**src/rtl/pcb_pkg.sv**
```systemverilog
package pcb_pkg;
  typedef enum logic [2:0] {
    PCOP_HOLD    = 3'd0,
    PCOP_INCR    = 3'd1,
    PCOP_JUMP    = 3'd2,
    PCOP_JUMP_NZ = 3'd3,
    PCOP_TRAP    = 3'd4
  } pc_op_e;
endpackage

```
**src/rtl/pcb_cond.sv**
```systemverilog
// Branch condition: any set bit in the condition byte takes the branch.
module pcb_cond #(
  parameter int COND_W = 8
) (
  input  logic [COND_W-1:0] cond,
  output logic              nonzero
);
  assign nonzero = |cond;
endmodule

```
**src/rtl/pcb_next.sv**
```systemverilog
// Next-PC selection for one microstep.
module pcb_next #(
  parameter int          PC_W     = 16,
  parameter logic [PC_W-1:0] TRAP_VEC = '0
) (
  input  logic [PC_W-1:0] pc_cur,
  input  logic [2:0]      op,
  input  logic [PC_W-1:0] target,
  input  logic            cond_nz,
  output logic [PC_W-1:0] pc_nxt,
  output logic            jumps
);
  import pcb_pkg::*;
  localparam logic [PC_W-1:0] ONE = PC_W'(1);

  always_comb begin
    pc_nxt = pc_cur;
    jumps  = 1'b0;
    case (op)
      PCOP_INCR:    pc_nxt = pc_cur + ONE;
      PCOP_JUMP:    begin pc_nxt = target;   jumps = 1'b1; end
      PCOP_JUMP_NZ: if (cond_nz) begin pc_nxt = target; jumps = 1'b1; end
      PCOP_TRAP:    begin pc_nxt = TRAP_VEC; jumps = 1'b1; end
      default:      pc_nxt = pc_cur;
    endcase
  end
endmodule

```
**src/rtl/pcb_reg.sv**
```systemverilog
// PC register with enable and asynchronous reset to the start address.
module pcb_reg #(
  parameter int              PC_W     = 16,
  parameter logic [PC_W-1:0] RESET_PC = '0
) (
  input  logic            clk,
  input  logic            rst_n,
  input  logic            en,
  input  logic [PC_W-1:0] d,
  output logic [PC_W-1:0] q
);
  always_ff @(posedge clk or negedge rst_n) begin
    if (!rst_n)  q <= RESET_PC;
    else if (en) q <= d;
  end

  assert_reset_pc_R1: assert property (@(posedge clk)
    !rst_n |=> (q == RESET_PC));
  assert_idle_hold_R7: assert property (@(posedge clk) disable iff (!rst_n)
    !en |=> $stable(q));
endmodule

```
**src/rtl/pc_branch_unit.sv**
```systemverilog
module pc_branch_unit #(
  parameter int                PC_W     = 16,
  parameter int                COND_W   = 8,
  parameter logic [PC_W-1:0]   RESET_PC = 16'h0100,
  parameter logic [PC_W-1:0]   TRAP_VEC = 16'hFF00
) (
  input  logic              clk,
  input  logic              rst_n,
  input  logic              step,
  input  logic [2:0]        pc_op,
  input  logic              push_ret,
  input  logic [PC_W-1:0]   alu_result,
  input  logic [COND_W-1:0] cond_byte,
  input  logic              ret_ready,
  output logic [PC_W-1:0]   pc,
  output logic              ret_valid,
  output logic [PC_W-1:0]   ret_addr,
  output logic              step_done,
  output logic              redirect
);
  import pcb_pkg::*;

  logic            cond_nz;
  logic [PC_W-1:0] pc_nxt;
  logic            jumps;

  pcb_cond #(.COND_W(COND_W)) u_cond (.cond(cond_byte), .nonzero(cond_nz));

  pcb_next #(.PC_W(PC_W), .TRAP_VEC(TRAP_VEC)) u_next (
    .pc_cur(pc), .op(pc_op), .target(alu_result), .cond_nz(cond_nz),
    .pc_nxt(pc_nxt), .jumps(jumps)
  );

  // A push must be accepted before the operation may take effect.
  assign ret_valid = step & push_ret;
  assign ret_addr  = pc;
  assign step_done = step & (~push_ret | ret_ready);
  assign redirect  = step_done & jumps;

  pcb_reg #(.PC_W(PC_W), .RESET_PC(RESET_PC)) u_reg (
    .clk(clk), .rst_n(rst_n), .en(step_done), .d(pc_nxt), .q(pc)
  );

  assert_incr_R2: assert property (@(posedge clk) disable iff (!rst_n)
    (step_done && pc_op == PCOP_INCR) |=> (pc == $past(pc) + PC_W'(1)));
  assert_jump_R3: assert property (@(posedge clk) disable iff (!rst_n)
    (step_done && pc_op == PCOP_JUMP) |=> (pc == $past(alu_result)));
  assert_cond_not_taken_R4: assert property (@(posedge clk) disable iff (!rst_n)
    (step_done && pc_op == PCOP_JUMP_NZ && cond_byte == '0) |=> $stable(pc));
  assert_trap_R5: assert property (@(posedge clk) disable iff (!rst_n)
    (step_done && pc_op == PCOP_TRAP) |=> (pc == TRAP_VEC));
  assert_backpressure_R9: assert property (@(posedge clk) disable iff (!rst_n)
    (ret_valid && !ret_ready) |=> $stable(pc));
  assert_stall_quiet_R9: assert property (@(posedge clk) disable iff (!rst_n)
    (ret_valid && !ret_ready) |-> (!step_done && !redirect));
endmodule

```
**config.mk**
```make
export PLATFORM = sky130hd
export DESIGN_NAME = pc_branch_unit
export DESIGN_NICKNAME = d
export VERILOG_FILES = /design/src/rtl/pcb_pkg.sv /design/src/rtl/pcb_cond.sv /design/src/rtl/pcb_next.sv /design/src/rtl/pcb_reg.sv /design/src/rtl/pc_branch_unit.sv
export SDC_FILE = /design/constraint.sdc
export NUM_CORES = 1
export LEC_CHECK = 0
export ABC_AREA = 1
export ABC_CLOCK_PERIOD_IN_PS = 1700
export BUFFER_PORTS_ARGS = -buffer_cell sky130_fd_sc_hd__buf_4
export CORE_MARGIN = 10
export CORE_UTILIZATION = 47
export DETAILED_ROUTE_END_ITERATION = 8
export PLACE_DENSITY = 0.8
export SLEW_MARGIN = 20
export SYNTH_ARGS = -nofsm -noshare
export SYNTH_HDL_FRONTEND = slang
export SYNTH_SLANG_ARGS = --single-unit
```
**constraint.sdc**
```tcl
create_clock -name clk -period 1.7 [get_ports clk]
set_input_delay 0.17 -clock clk [delete_from_list [all_inputs] [get_ports clk]]
set_output_delay 0.17 -clock clk [all_outputs]
set_load 0.05 [all_outputs]
```
==> flow_summary.toml, run 1 <==
[yosys]
ys_seq_area_share_pct = 27.7
yosys.area.top_type = "dfrtp_1"
synth-seq-cells = 16
syn_nets = 266
ys_warn_count = 0
syn_inst = 233
synthAdderAreaFrac_pct = 0.864
synth_top_cell_area_share_pct = 25.9
syn_area_sq_um = 1450
synthXorXnorAreaFrac_pct = 2.42
synth.avg_cell_area_sq_um = 6.22
synth.distinct_cells = 28
synth_top_family_by_area = "simple AND/OR/NAND/NOR gates"
synth_area_leaders = "dfrtp_1 26%, nand2_1 20%, nor2_1 9.6%"
synth-compound-area-share_pct = 9.67
synthMuxAreaShare_pct = 0
synth-simple-area-share_pct = 41.8

[clocking]
htree_levels = 1
cts_sinks = 16
path_clk_slew_ns = 0.11
cts_tree = "done"
clockRootBuffer = "clkbuf_4"
insertion_delay_ns = 0.30
cts_buffers = 3
ctsHoldBuffers = 1
post_cts_buffers = 0
cts_buffer_depth = 2
cts_resized = 0

[power_and_ir_drop]
cellLeakagePower_nw = 1.08
power.density_nw_per_um2 = 1380
vdd_drop_max_v = 0.000589

[timing]
setup_viol_count_final = 0
finalCriticalPeriod_ns = 1.51
skew_ns = 0.00562
fin_setup_tns_ns = 0
fmaxAchievable_ghz = 0.662
rsz0062_at_grt = "false"
fin_crit_sh_pct = 88.8
hold_violations = 0
tightest_slew_ns = 0.346
relSlewSlack_pct = 76.9
slew_viol_final = 0

[grt]
grt_max_degree = 19
grt_pass1_vias = 1544
grt_use_total_pct = 14.8
grt_first_pass_wirelength_um = 6820
antenna_found_initial = 0
overflow = 0

[routing]
drcViolationCount = 0
routed_wl_um = 4170
drtAntennaViolNets = 0
routedWlPerCell_um = 13.1
drt_iter0_drc = 113
vias = 1577
first_pass_iters = 4
vias_per_cell = 4.94

[worst_setup_path]
crit_path_max_incr_delay_ns = 0.42
cp_common_cell = "nor2_1"
worst-path-buf-inv = 1
endpoint_kind = "flop"
r2r-end = "u_reg.q[10]"
r2r_setup_slack_ns = 0.19
path_cells = "ha_1 > inv_1 > nor2_1 > nand3_1 > o21ai_0 > nor2_1 > nor2_1 > nor2_1"
r2r_cells = 8
cp-start-kind = "flop"
crit_family = "simple AND/OR/NAND/NOR gates"
critical-path-slowest-cell = "dfrtp_2"
cp_max_fo = 6
path_depth = 8
worstSetupStartpoint = "u_reg.q[1]"
timing.rr.start = "u_reg.q[1]"
crit_type = "flop to flop"
crit_arrival_ns = 1.71
cp.required_ns = 1.90
crit_end = "u_reg.q[10]"

[floorplan]
row_count = 20
dieWidth_um = 75.5
coreArea_sq_um = 3000
die_h_um = 75.5
io_pins = 67
start_util_pct = 48.3
dieArea_sq_um = 5700

[final_layout]
layout-drive-gt1-share_pct = 30.8
layout_common_cells = "76 x nand2_1, 68 x buf_4, 37 x nor2_1"
antenna_cells = 0
layout_commonest_cell = "nand2_1"
nets = 320
largest_register_ffs = 16
reg.largest.list = "u_reg.q (16)"
top_register = "u_reg.q"
n_fill_cell = 301
final_util_pct = 63.4
final_cell_count_no_fill = 319
area_growth_pct = 31.4

[outcome]
run_status = "completed"

[run]
drv_cap = 0

[hold_path]
worstHoldPathCells = 5
holdCritStartpoint = "alu_result[7]"
min_path_type = "input pin to flop"

[placement]
dp_hpwl_um = 3320
gp_congestion = 0.891
dp_cells = 314
io_buffers = 66
cells in the mapped netlist:
library cell  count
xnor2_1           3
nor2_1           37
nand4_1           4
nor2_2            1
nand3_2           2
a22o_1            1
nand3_1          15
inv_2             4
ha_1              1
nand3_4           1
nand2_1          76
buf_6             1
nand2_2           2
o31ai_1           1
buf_4            17
nor3_1            1
o21ai_0          10
buf_2             2
inv_1            24
a22oi_1           2
dfstp_2           1
xor2_1            1
o21bai_1          1
o21ai_1           1
a21boi_2          1
dfrtp_1          15
nor2_8            1
a21oi_1           7
routing by layer:
metal  up-vias  GRT usage, %  part of all wire [%]
met4         0          4.74                  0.89
met3         4          4.30                    12
met5         -             0                     0
met1       679          17.5                    41
met2        75          25.3                    46
li1        819             -                     -
final cells by class:
cell class              instances  area [sq um]  area share, %
inverters                      28           105           5.52
repair buffers                 69           520           27.3
clock buffers                   4          36.3           1.91
multi-input cells             169           797           41.9
well taps                      33          41.3           2.17
flip-flops and latches         16           404           21.2
worst min path at each step:
| stage | end | slack, ns |
|---|---|---|
| floorplan | u_reg.q[0] | -0.13 |
| global placement | u_reg.q[3] | 0.04 |
| detailed placement | u_reg.q[4] | 0.05 |
| CTS | u_reg.q[7] | 0.15 |
| global route | u_reg.q[5] | 0.19 |
| finish | u_reg.q[7] | 0.15 |
worst reg2reg max path: cells and delay by family (launching register included):
kind / cells / cell delay, ns
flops: 1 / 0.42
buf+inv: 1 / 0.06
compound gates: 1 / 0.15
fa+ha+maj: 1 / 0.20
simple gates: 5 / 0.58
metrics by stage:
stage / setup slack (ns) / hold WS [ns] / cell area (sq um) / total power, mW
final: 0.190 / 0.149 / 1900 / 2.62
after detailed placement: 0.224 / 0.0472 / 1860 / 2.37
after global placement: 0.269 / 0.0435 / 1860 / 2.35
after floorplan: 0.0956 / -0.126 / 1460 / 1.97
after CTS: 0.210 / 0.149 / 1900 / 2.64
after global routing: 0.0170 / 0.193 / 1900 / 2.78
kinds of logic (layout without fill, tap and decap cells):
family                   Yosys count  in the layout
AO/OA/AOI/OAI                     24             24
XOR/XNOR                           4              4
adder cells (fa/ha/maj)            1              1
buffers and inverters             48            101
flip-flops                        16             16
AND/OR/NAND/NOR                  140            140
report_power, final:
group | total, mW | leakage [nW] | internal [mW] | switching (mW)
logic | 1.66 | 0.869 | 0.497 | 1.17
clock network | 0.270 | 0.0210 | 0.131 | 0.139
registers | 0.686 | 0.185 | 0.497 | 0.189
total | 2.62 | 1.08 | 1.12 | 1.49
Note: power is estimated with default switching activity, not from simulation.
==> inputs of run 2 (changes only) <==
Settings changed: GPL_TIMING_DRIVEN set to 0, RECOVER_POWER set to 25.
==> flow_summary.toml, run 2 (same netlist as run 1, synthesis figures left out) <==
[power_and_ir_drop]
intPower_mw = 1.21
clockPowerShare_pct = 8.2
net-switching-power_mw = 1.51
power.density_nw_per_um2 = 1340
finalPower_mw = 2.72
power_frac_seq_pct = 25.4
vdd_drop_max_v = 0.000598
swShare_pct = 55.4
cellLeakagePower_nw = 1.15
power_frac_comb_pct = 66.5

[timing]
skew_ns = 0.00244
setup_viol_count_final = 0
rsz0062_at_grt = "false"
hold_violations = 0
fin_crit_sh_pct = 89.7
relSlewSlack_pct = 40.3
fin_ws_ns = 0.176
finalCriticalPeriod_ns = 1.52
fmaxAchievable_ghz = 0.656
fin_setup_tns_ns = 0
slew_viol_final = 0
tightest_slew_ns = 0.895

[final_layout]
largest_register_ffs = 16
top_register = "u_reg.q"
layout-drive-gt1-share_pct = 34.2
area_growth_pct = 39.7
reg.largest.list = "u_reg.q (16)"
layout_commonest_cell = "buf_4"
final_cell_count_no_fill = 337
antenna_cells = 0
final_util_pct = 67.4
layout_common_cells = "82 x buf_4, 76 x nand2_1, 37 x nor2_1"
nets = 338

[grt]
grt_pass1_vias = 1679
overflow = 0
grt_first_pass_wirelength_um = 7150
grt_max_degree = 17
grt_use_total_pct = 15.7
antenna_found_initial = 0

[clocking]
cts_buffer_depth = 2
cts_buffers = 3
insertion_delay_ns = 0.30
htree_levels = 1
cts_tree = "done"
path_clk_slew_ns = 0.10
cts_sinks = 16
cts_resized = 0
clockRootBuffer = "clkbuf_4"

[worst_setup_path]
timing.rr.start = "u_reg.q[0]"
endpoint_kind = "flop"
r2r_cells = 8
cp-start-kind = "flop"
cp.required_ns = 1.90
critical-path-slowest-cell = "dfrtp_2"
cp_max_fo = 6
path_cells = "ha_1 > inv_1 > nor2_1 > nand3_1 > o21ai_0 > nor2_1 > nor2_1 > nor2_1"
crit_arrival_ns = 1.72
worst-path-buf-inv = 1
crit_path_max_incr_delay_ns = 0.42
crit_type = "flop to flop"
crit_family = "simple AND/OR/NAND/NOR gates"
r2r_setup_slack_ns = 0.18
cp_common_cell = "nor2_1"
r2r-end = "u_reg.q[10]"

[placement]
io_buffers = 66
dp_cells = 332
dp_hpwl_um = 3400
gp_congestion = 0.864
dp_slack_ns = 0.183

[outcome]
run_status = "completed"

[hold_path]
min_path_type = "input pin to flop"
holdCritStartpoint = "alu_result[5]"
hold_path_end = "u_reg.q[5]"
worstHoldPathCells = 5

[routing]
routedWlPerCell_um = 12.5
drtAntennaViolNets = 0
drcViolationCount = 0
routed_wl_um = 4200
first_pass_iters = 4
vias_per_cell = 4.89
vias = 1648
drt_iter0_drc = 79

[floorplan]
io_pins = 67
dieArea_sq_um = 5700
coreArea_sq_um = 3000
start_util_pct = 48.3
row_count = 20
dieWidth_um = 75.5
die_h_um = 75.5

[run]
drv_cap = 0
==> run 2: changes by cell type in the layout (fill, tap and decap cells not counted) <==
| cell | before | now |
|---|---|---|
| buf_6 | 0 | 1 |
| buf_2 | 0 | 2 |
| buf_4 | 68 | 82 |
| clkbuf_1 | 0 | 2 |
| clkbuf_8 | 1 | 0 |
==> run 2: area by class of cell <==
cell class                      count  area, sq um
Buffer                             20          149
Multi-Input combinational cell    169          797
Fill cell                         310          978
Tap cell                           33         41.3
Clock buffer                        4         26.3
Sequential cell                    16          404
Timing Repair Buffer               67          502
Inverter                           28          105
==> run 2: through the flow <==
| step | instance area (sq um) | hold WS, ns |
|---|---|---|
| global route | 2020 | 0.199 |
| floorplan | 1460 | -0.126 |
| global placement | 1990 | 0.0473 |
| detailed placement | 1990 | 0.0461 |
| CTS | 2030 | 0.159 |
| finish | 2020 | 0.155 |
==> run 2: timing repair <==
action,in CTS,in global routing
buffers inserted,0,0
hold buffers,1,0
hold endpoints to repair,16,0
==> run 2: worst min-delay path, delay by kind of cell <==
family                 cells  cell delay (ns)
AND/OR/NAND/NOR            4             0.17
buffers and inverters      1             0.08
==> run 2: how the worst max path moves through the flow <==
stage	cells past startpoint	slack (ns)	endpoint	startpoint
6_report	8	0.18	u_reg.q[10]	u_reg.q[0]
4_1_cts	8	0.16	u_reg.q[10]	u_reg.q[0]
3_3_place_gp	8	0.21	u_reg.q[10]	u_reg.q[0]
3_5_place_dp	8	0.18	u_reg.q[10]	u_reg.q[0]
5_1_grt	8	0.01	u_reg.q[10]	u_reg.q[0]
2_1_floorplan	7	0.1	u_reg.q[9]	u_reg.q[2]
==> run 2: power groups by stage <==
stage	Combinational [mW]	Clock (mW)	Sequential (mW)
global route	1.94	0.237	0.720
detailed placement	1.82	0	0.696
finish	1.81	0.222	0.690
floorplan	0.931	0	1.04
global placement	1.81	0	0.695
CTS	1.83	0.224	0.689
==> run 2: per-layer routing <==
layer	share of wire, %	up-vias	global-route usage, %
met4	1.7	0	6.80
li1	-	857	-
met3	7.8	5	3.78
met2	48	56	28.1
met5	0	-	0
met1	43	730	17.1
